**config.mk**
```make
export PLATFORM = sky130hd
export DESIGN_NAME = vsid_scrambler
export DESIGN_NICKNAME = d
export VERILOG_FILES = /design/src/rtl/vsid_pkg.sv /design/src/rtl/vsid_proto_gen.sv /design/src/rtl/vsid_mul_stage.sv /design/src/rtl/vsid_fold_stage.sv /design/src/rtl/vsid_scrambler.sv
export SDC_FILE = /design/constraint.sdc
export NUM_CORES = 2
export LEC_CHECK = 0
export ABC_AREA = 1
export BUFFER_PORTS_ARGS = -buffer_cell sky130_fd_sc_hd__buf_2
export CAP_MARGIN = 5
export CELL_PAD_IN_SITES_DETAIL_PLACEMENT = 2
export CELL_PAD_IN_SITES_GLOBAL_PLACEMENT = 2
export CORE_AREA = 2 2 298 300
export DETAILED_ROUTE_END_ITERATION = 8
export DIE_AREA = 0 0 300 302
export GPL_TIMING_DRIVEN = 0
export PLACE_DENSITY = 0.81
export SYNTH_ARGS = -nofsm -noshare
export SYNTH_HDL_FRONTEND = slang
export SYNTH_SLANG_ARGS = --single-unit
```
**constraint.sdc**
```tcl
create_clock -name clk_i -period 6.5 [get_ports clk_i]
set_input_delay 0.325 -clock clk_i [delete_from_list [all_inputs] [get_ports clk_i]]
set_output_delay 0.325 -clock clk_i [all_outputs]
set_load 0.01 [all_outputs]
```
**src/rtl/vsid_pkg.sv**
```systemverilog
package vsid_pkg;
  localparam int CTX_W        = 19;
  localparam int EA_W         = 64;
  localparam int OFF_W        = 60;
  localparam int REGION_W     = EA_W - OFF_W;
  localparam int SEG_SHIFT    = 28;
  localparam int SEG_SHIFT_1T = 40;
  localparam int ESID_W       = 18;
  localparam int ESID_1T_W    = 6;
  localparam int VSID_W       = CTX_W + ESID_W;
  localparam int VSID_1T_W    = CTX_W + ESID_1T_W;
  localparam int MULT_W       = 24;
  localparam int PROD_W       = 64;
  localparam logic [MULT_W-1:0] MULT = 24'd12538073;
  localparam int KREGION_BASE = 12;
  localparam int KCTX_TOP     = (1 << CTX_W) - 5;

  typedef struct packed {
    logic              valid;
    logic              seg_1t;
    logic              bad;
    logic [PROD_W-1:0] prod;
  } mul_stage_t;
endpackage

```
**src/rtl/vsid_proto_gen.sv**
```systemverilog
module vsid_proto_gen
  import vsid_pkg::*;
(
  input  logic [CTX_W-1:0]  ctx_i,
  input  logic [EA_W-1:0]   ea_i,
  input  logic              seg_1t_i,
  input  logic              kernel_i,
  input  logic [OFF_W-1:0]  limit_i,
  output logic [VSID_W-1:0] proto_o,
  output logic              bad_o
);
  localparam int HI_EA_W = EA_W - SEG_SHIFT_1T;

  logic [CTX_W-1:0]     ctx_eff;
  logic [CTX_W-1:0]     kctx;
  logic [VSID_W-1:0]    proto_256m;
  logic [VSID_1T_W-1:0] proto_1t;

  // kernel regions take the contexts just above the user range
  assign kctx = CTX_W'(KCTX_TOP + 1) + CTX_W'(ea_i[EA_W-1:OFF_W]) - CTX_W'(KREGION_BASE);
  assign ctx_eff = kernel_i ? kctx : ctx_i;

  assign proto_256m = {ctx_eff, ea_i[SEG_SHIFT+ESID_W-1:SEG_SHIFT]};
  assign proto_1t   = {ctx_eff, {ESID_1T_W{1'b0}}} | VSID_1T_W'(ea_i[EA_W-1:EA_W-HI_EA_W]);

  assign proto_o = seg_1t_i ? VSID_W'(proto_1t) : proto_256m;
  assign bad_o   = ea_i[OFF_W-1:0] >= limit_i;
endmodule

```
**src/rtl/vsid_mul_stage.sv**
```systemverilog
module vsid_mul_stage
  import vsid_pkg::*;
(
  input  logic              clk_i,
  input  logic              rst_ni,
  input  logic              valid_i,
  input  logic              seg_1t_i,
  input  logic              bad_i,
  input  logic [VSID_W-1:0] proto_i,
  output mul_stage_t        stage_o
);
  mul_stage_t stage_q;

  always_ff @(posedge clk_i or negedge rst_ni) begin
    if (!rst_ni) begin
      stage_q <= '0;
    end else begin
      stage_q.valid <= valid_i;
      if (valid_i) begin
        stage_q.seg_1t <= seg_1t_i;
        stage_q.bad    <= bad_i;
        stage_q.prod   <= PROD_W'(proto_i) * PROD_W'(MULT);
      end
    end
  end

  assign stage_o = stage_q;
endmodule

```
**src/rtl/vsid_fold_stage.sv**
```systemverilog
module vsid_fold_stage
  import vsid_pkg::*;
(
  input  logic              clk_i,
  input  logic              rst_ni,
  input  mul_stage_t        stage_i,
  output logic              valid_o,
  output logic [VSID_W-1:0] vsid_o
);
  logic [VSID_W-1:0] res [2];
  logic              valid_q;
  logic              seg_q;
  logic [VSID_W-1:0] vsid_q;

  for (genvar m = 0; m < 2; m++) begin : g_mode
    localparam int N = (m == 1) ? VSID_1T_W : VSID_W;
    localparam logic [PROD_W-1:0] MASK = (PROD_W'(1) << N) - PROD_W'(1);
    logic [PROD_W-1:0] folded;
    logic [PROD_W-1:0] fixed;
    // fold high part onto low part, then absorb the end-around carry
    assign folded = (stage_i.prod >> N) + (stage_i.prod & MASK);
    assign fixed  = folded + ((folded + PROD_W'(1)) >> N);
    assign res[m] = VSID_W'(fixed & MASK);
  end

  always_ff @(posedge clk_i or negedge rst_ni) begin
    if (!rst_ni) begin
      valid_q <= 1'b0;
      seg_q   <= 1'b0;
      vsid_q  <= '0;
    end else begin
      valid_q <= stage_i.valid;
      if (stage_i.valid) begin
        seg_q  <= stage_i.seg_1t;
        vsid_q <= stage_i.bad ? '0 : res[stage_i.seg_1t];
      end
    end
  end

  assign valid_o = valid_q;
  assign vsid_o  = vsid_q;

  assert_not_modulus_R8: assert property (@(posedge clk_i) disable iff (!rst_ni)
    valid_q |-> (seg_q ? (vsid_q[VSID_1T_W-1:0] != {VSID_1T_W{1'b1}})
                       : (vsid_q != {VSID_W{1'b1}})));
endmodule

```
**src/rtl/vsid_scrambler.sv**
```systemverilog
module vsid_scrambler
  import vsid_pkg::*;
(
  input  logic              clk_i,
  input  logic              rst_ni,
  input  logic              valid_i,
  input  logic [CTX_W-1:0]  ctx_i,
  input  logic [EA_W-1:0]   ea_i,
  input  logic              seg_1t_i,
  input  logic              kernel_i,
  input  logic [OFF_W-1:0]  limit_i,
  output logic              valid_o,
  output logic [VSID_W-1:0] vsid_o
);
  logic [VSID_W-1:0] proto;
  logic              bad;
  mul_stage_t        mul_q;

  vsid_proto_gen u_proto (
    .ctx_i    (ctx_i),
    .ea_i     (ea_i),
    .seg_1t_i (seg_1t_i),
    .kernel_i (kernel_i),
    .limit_i  (limit_i),
    .proto_o  (proto),
    .bad_o    (bad)
  );

  vsid_mul_stage u_mul (
    .clk_i    (clk_i),
    .rst_ni   (rst_ni),
    .valid_i  (valid_i),
    .seg_1t_i (seg_1t_i),
    .bad_i    (bad),
    .proto_i  (proto),
    .stage_o  (mul_q)
  );

  vsid_fold_stage u_fold (
    .clk_i   (clk_i),
    .rst_ni  (rst_ni),
    .stage_i (mul_q),
    .valid_o (valid_o),
    .vsid_o  (vsid_o)
  );

  assert_valid_latency_R1: assert property (@(posedge clk_i) disable iff (!rst_ni)
    valid_o |-> $past(valid_i, 2));

  assert_narrow_result_R3: assert property (@(posedge clk_i) disable iff (!rst_ni)
    (valid_o && $past(seg_1t_i, 2)) |-> (vsid_o[VSID_W-1:VSID_1T_W] == '0));

  assert_bad_zero_R5: assert property (@(posedge clk_i) disable iff (!rst_ni)
    (valid_o && $past(ea_i[OFF_W-1:0] >= limit_i, 2)) |-> (vsid_o == '0));

  assert_hold_idle_R9: assert property (@(posedge clk_i) disable iff (!rst_ni)
    !valid_o |-> $stable(vsid_o));
endmodule

```
==> reports/results.tsv, run 1 <==
stage	metric	value	unit
yosys	synth_warnings	0	
yosys	postSynthCellCount	4171	
floorplanning	num_io_pins	186	
yosys	synth_flop_cell	dfrtp_1	
yosys	synthAdderAreaFrac	44.4	%
yosys	synth_top_family_by_area	adder cells	
yosys	yosysTopAreaCell	fa_1	
floorplanning	die_y	302	µm
clock_tree	clockBufferDepth	2	
floorplanning	start_util	34.7	%
global_route	grt_overflow	14	
placement	place_hpwl	123000	µm
yosys	ys_seq_elements	102	
timing	endpoint_type	sequential cell input	
yosys	synth_common_cells	inv_1 (978), nand2_1 (906), ha_1 (453), fa_1 (391), nor2_1 (294)	
yosys	synth.top_cell.area_share	25.8	%
global_route	grt_max_degree	65	
timing	worstEndpointGrtRepair	u_mul.stage_o[60]$_DFFE_PN0P_/D	
yosys	synth_compound_area_share	8.12	%
status	lastStage	global routing	
global_route	grt_use_total	59.4	%
status	outcome	did not finish	
yosys	synthMuxAreaShare	0	%
yosys	synthesis.area	0.0304	mm²
yosys	synth_area_per_cell	7.28	µm²
placement	placedCellCount	5522	
floorplanning	die_w	300	µm
yosys	yosys.area_share.simple	24.3	%
yosys	yosysMostFrequentCell	inv_1	
floorplanning	row_count	109	
placement	io_buffers	183	
placement	gp_congestion	0.943	
clock_tree	cts_buffers	9	
yosys	yosysSeqAreaShare	8.40	%
yosys	synthXorXnorAreaFrac	2.04	%
yosys	synth_edf_count	0	
yosys	synthTopCellsByArea	fa_1 (26%), ha_1 (19%), inv_1 (12%), nand2_1 (11%), dfrtp_1 (8.4%)	
yosys	post_synth_num_cell_types	54	
clock_tree	ctsHtreeMaxLevel	3	
yosys	synthArstFlopShare	100	%
clock_tree	root_buffer	clkbuf_16	
clock_tree	clkSinkCount	102	
status	first-error	[ERROR GRT-0232] Routing congestion too high. Check the congestion heatmap in the GUI.	
[metal layers]
| layer | overflow | GRT usage (%) |
|---|---|---|
| met5 | 0 | 18.6 |
| met4 | 9 | 63.1 |
| met2 | 5 | 80.6 |
| met3 | 0 | 39.1 |
| met1 | 0 | 56.9 |
[through the flow]
stage / util (%) / setup WS, ns / hold WS [ns] / cell area [µm²] / TNS [ns]
global placement: 38.3 / -1.60 / 0.359 / 33600 / -45.74
CTS: 41.8 / -0.414 / 0.105 / 36600 / -5.13
floorplan: - / 0.00442 / 0.0294 / 31200 / 0
detailed placement: 38.4 / -1.77 / 0.354 / 33600 / -59.74
[cell families after synthesis]
family / Yosys count
compound gates: 437
xor+xnor: 70
fa+ha+maj: 844
buf+inv: 1026
flops: 102
other cells: 2
simple gates: 1690
[repair_timing]
item,CTS
pin swaps,191
endpoints found under the hold margin,38
endpoints found under the setup margin,43
gates resized for setup,418
hold buffers,1
setup buffers,135
==> inputs of run 2 (changes only) <==
--- a/config.mk
+++ b/config.mk
@@ -8,13 +8,11 @@
 export ABC_AREA = 1
 export BUFFER_PORTS_ARGS = -buffer_cell sky130_fd_sc_hd__buf_2
 export CAP_MARGIN = 5
-export CELL_PAD_IN_SITES_DETAIL_PLACEMENT = 2
-export CELL_PAD_IN_SITES_GLOBAL_PLACEMENT = 2
-export CORE_AREA = 2 2 298 300
+export CORE_AREA = 2 2 393 395
 export DETAILED_ROUTE_END_ITERATION = 8
-export DIE_AREA = 0 0 300 302
+export DIE_AREA = 0 0 395 397
 export GPL_TIMING_DRIVEN = 0
-export PLACE_DENSITY = 0.81
+export PLACE_DENSITY_LB_ADDON = 0.15
 export SYNTH_ARGS = -nofsm -noshare
 export SYNTH_HDL_FRONTEND = slang
 export SYNTH_SLANG_ARGS = --single-unit
==> run 2 against run 1 <==
- the flow now finishes, with violations (negative setup slack)
- synthesized cell count is the same
- synthesized area is the same
==> reports/results.tsv, run 2 <==
stage	metric	value	unit
status	outcome	finished with violations	
status	violations	negative setup slack	
yosys	post_synth_num_cell_types	54	
timing	worstMarginPinSlew	1.14	ns
critical_path	r2r_start	u_mul.stage_o[0]	
timing	fin_ws	-0.336	ns
drt	vias_per_cell	4.15	
yosys	postSynthCellCount	4171	
yosys	synth_common_cells	inv_1 (978), nand2_1 (906), ha_1 (453), fa_1 (391), nor2_1 (294)	
yosys	synthTopCellsByArea	fa_1 (26%), ha_1 (19%), inv_1 (12%), nand2_1 (11%), dfrtp_1 (8.4%)	
cells_and_area	largest_reg_flops	64	
critical_path	cp-end-kind	flip-flop	
placement	place_hpwl	109000	µm
timing	slew_headroom	23.9	%
yosys	synth_flop_cell	dfrtp_1	
global_route	grt_use_total	15.4	%
clock_tree	clk_latency	0.39	ns
timing	fmax	146	MHz
critical_path	reg2regPathDepth	32	
worst_hold_path	holdPathEnd	u_mul.stage_o[66]	
drt	routed_wl	121000	µm
yosys	synth_area_per_cell	7.28	µm²
yosys	yosysSeqAreaShare	8.40	%
drt	first_iter_violations	1332	
yosys	synthesis.area	0.0304	mm²
placement	gp_congestion	0.876	
clock_tree	clockBufferDepth	2	
drt	routedWlPerCell	18.3	µm
drt	drtAntennaViolNets	0	
flow_run	maxCapViolations	0	
critical_path	startpoint_type	input port	
clock_tree	root_buffer	clkbuf_16	
cells_and_area	final_common_cell	inv_1	
timing	report.final.slew_viol_count	0	
worst_hold_path	hold_path_class	input port to flip-flop	
worst_hold_path	hp-start	valid_i	
timing	finalSetupViolCount	24	
critical_path	reg2reg_slack	0.57	ns
yosys	yosysTopAreaCell	fa_1	
timing	timing.final.crit_period	6.84	ns
floorplanning	start_util	19.9	%
yosys	synth_edf_count	0	
critical_path	cpMostUsedCell	fa_1	
clock_tree	ctsHtreeMaxLevel	3	
cells_and_area	num-nets-final	5537	
timing	hold_ws	0.140	ns
floorplanning	core	0.153	mm²
placement	place_ws	-1.70	ns
floorplanning	die_area	0.157	mm²
critical_path	critPathKind	input port to flip-flop	
floorplanning	die_w	395	µm
yosys	synthArstFlopShare	100	%
timing	skew	0.0158	ns
yosys	yosys.area_share.simple	24.3	%
cells_and_area	area_growth	26.6	%
floorplanning	row_count	144	
global_route	grt_pass1_wl	183000	µm
critical_path	crit_slowest_cell	fa_2	
yosys	synth_compound_area_share	8.12	%
drt	drt_pass1_iterations	5	
yosys	yosysMostFrequentCell	inv_1	
timing	rsz0062_at_grt	true	
yosys	synthMuxAreaShare	0	%
placement	io_buffers	183	
yosys	synthXorXnorAreaFrac	2.04	%
clock_tree	clk_pin_slew	0.08	ns
drt	vias	27300	
cells_and_area	drive_above_1_share	20.9	%
timing	hold_violations	0	
timing	timing.final.crit_share	105	%
yosys	synth.top_cell.area_share	25.8	%
drt	drc_errors	0	
critical_path	critPathArrivalTime	7.10	ns
yosys	synth_warnings	0	
yosys	synthAdderAreaFrac	44.4	%
clock_tree	cts_buffers	9	
yosys	ys_seq_elements	102	
critical_path	path_max_fanout	5	
worst_hold_path	hold-path-cell-count	1	
floorplanning	die_y	397	µm
critical_path	crit_required	6.76	ns
critical_path	r2r_end	u_fold.vsid_o[24]	
global_route	antenna_found_initial	5	
clock_tree	cts_tree	built	
cells_and_area	final_cell_mix	inv_1 (904), nand2_1 (851), ha_1 (397)	
global_route	first_global_vias	29200	
clock_tree	clkSinkCount	102	
critical_path	cp_slowest_stage_delay	0.56	ns
yosys	synth_top_family_by_area	adder cells	
global_route	grt_max_degree	65	
global_route	grt_overflow	0	
floorplanning	num_io_pins	186	
run 2: cell counts after synthesis:
No cell type changed its count.
run 2: per-stage QoR:
| step | TNS (ns) | util, % | cells | cell area (µm²) |
|---|---|---|---|---|
| 5_1_grt | -9.30 | 25.1 | 6594 | 38500 |
| 4_1_cts | -4.16 | 24.5 | 6536 | 37400 |
| 6_report | -3.47 | 25.1 | 6596 | 38500 |
| 2_1_floorplan | 0 | - | 4172 | 31200 |
| 3_5_place_dp | -52.05 | 22.7 | 6401 | 34700 |
| 3_3_place_gp | -52.87 | 22.7 | 6399 | 34700 |
run 2: layer usage:
metal  up-vias  global-route usage [%]  wire length, µm
li1      13800                       -                -
met1     13100                    21.1            58200
met2       392                    27.0            57800
met3        68                    1.09             3060
met4         8                    2.19             1920
met5         -                       0               55
run 2: cell type report:
type | instances | area, µm²
clock inverters | 6 | 51.3
plain buffers | 35 | 258
diodes | 2 | 5.00
fillers | 17100 | 115000
well taps | 2044 | 2560
multi-input cells | 3044 | 26500
inverters | 991 | 3790
clock buffers | 10 | 229
repair buffers | 362 | 2550
flip-flops and latches | 102 | 2550
run 2: what timing repair did:
item / in CTS / in global routing
resized for setup: 348 / 159
hold buffers: 1 / 0
pin swaps: 184 / 146
endpoints found under the hold margin: 38 / 0
setup buffers: 118 / 59
cloned: 0 / 0
setup endpoints to repair: 41 / 37
run 2: worst max-delay path by stage:
stage,start,endpoint,slack (ns),depth (start not counted)
2_1_floorplan,ea_i[63],u_mul.stage_o[52],0.004,31
3_3_place_gp,kernel_i,u_mul.stage_o[57],-1.88,23
3_5_place_dp,ea_i[62],u_mul.stage_o[57],-1.70,29
4_1_cts,ea_i[63],u_mul.stage_o[60],-0.37,34
5_1_grt,kernel_i,u_mul.stage_o[56],-0.58,35
6_report,ea_i[63],u_mul.stage_o[57],-0.34,33
run 2: critical path: cells and delay by family:
| kind | cells | cell delay, ns |
|---|---|---|
| buffers and inverters | 12 | 0.96 |
| and+or+nand+nor | 3 | 0.39 |
| AOI/OAI and AO/OA | 8 | 1.28 |
| adders and majority gates | 10 | 4.14 |
run 2: cells by family (layout without fill, tap and decap cells):
group / after synthesis / in the layout
compound gates: 437 / 437
fa+ha+maj: 844 / 844
other cells: 2 / 5
xor+xnor: 70 / 70
buf+inv: 1026 / 1404
flops: 102 / 102
simple gates: 1690 / 1690
Power of run 2 is not shown: default switching activity piles up to over one toggle a cycle in this logic, so the estimate is an artifact.
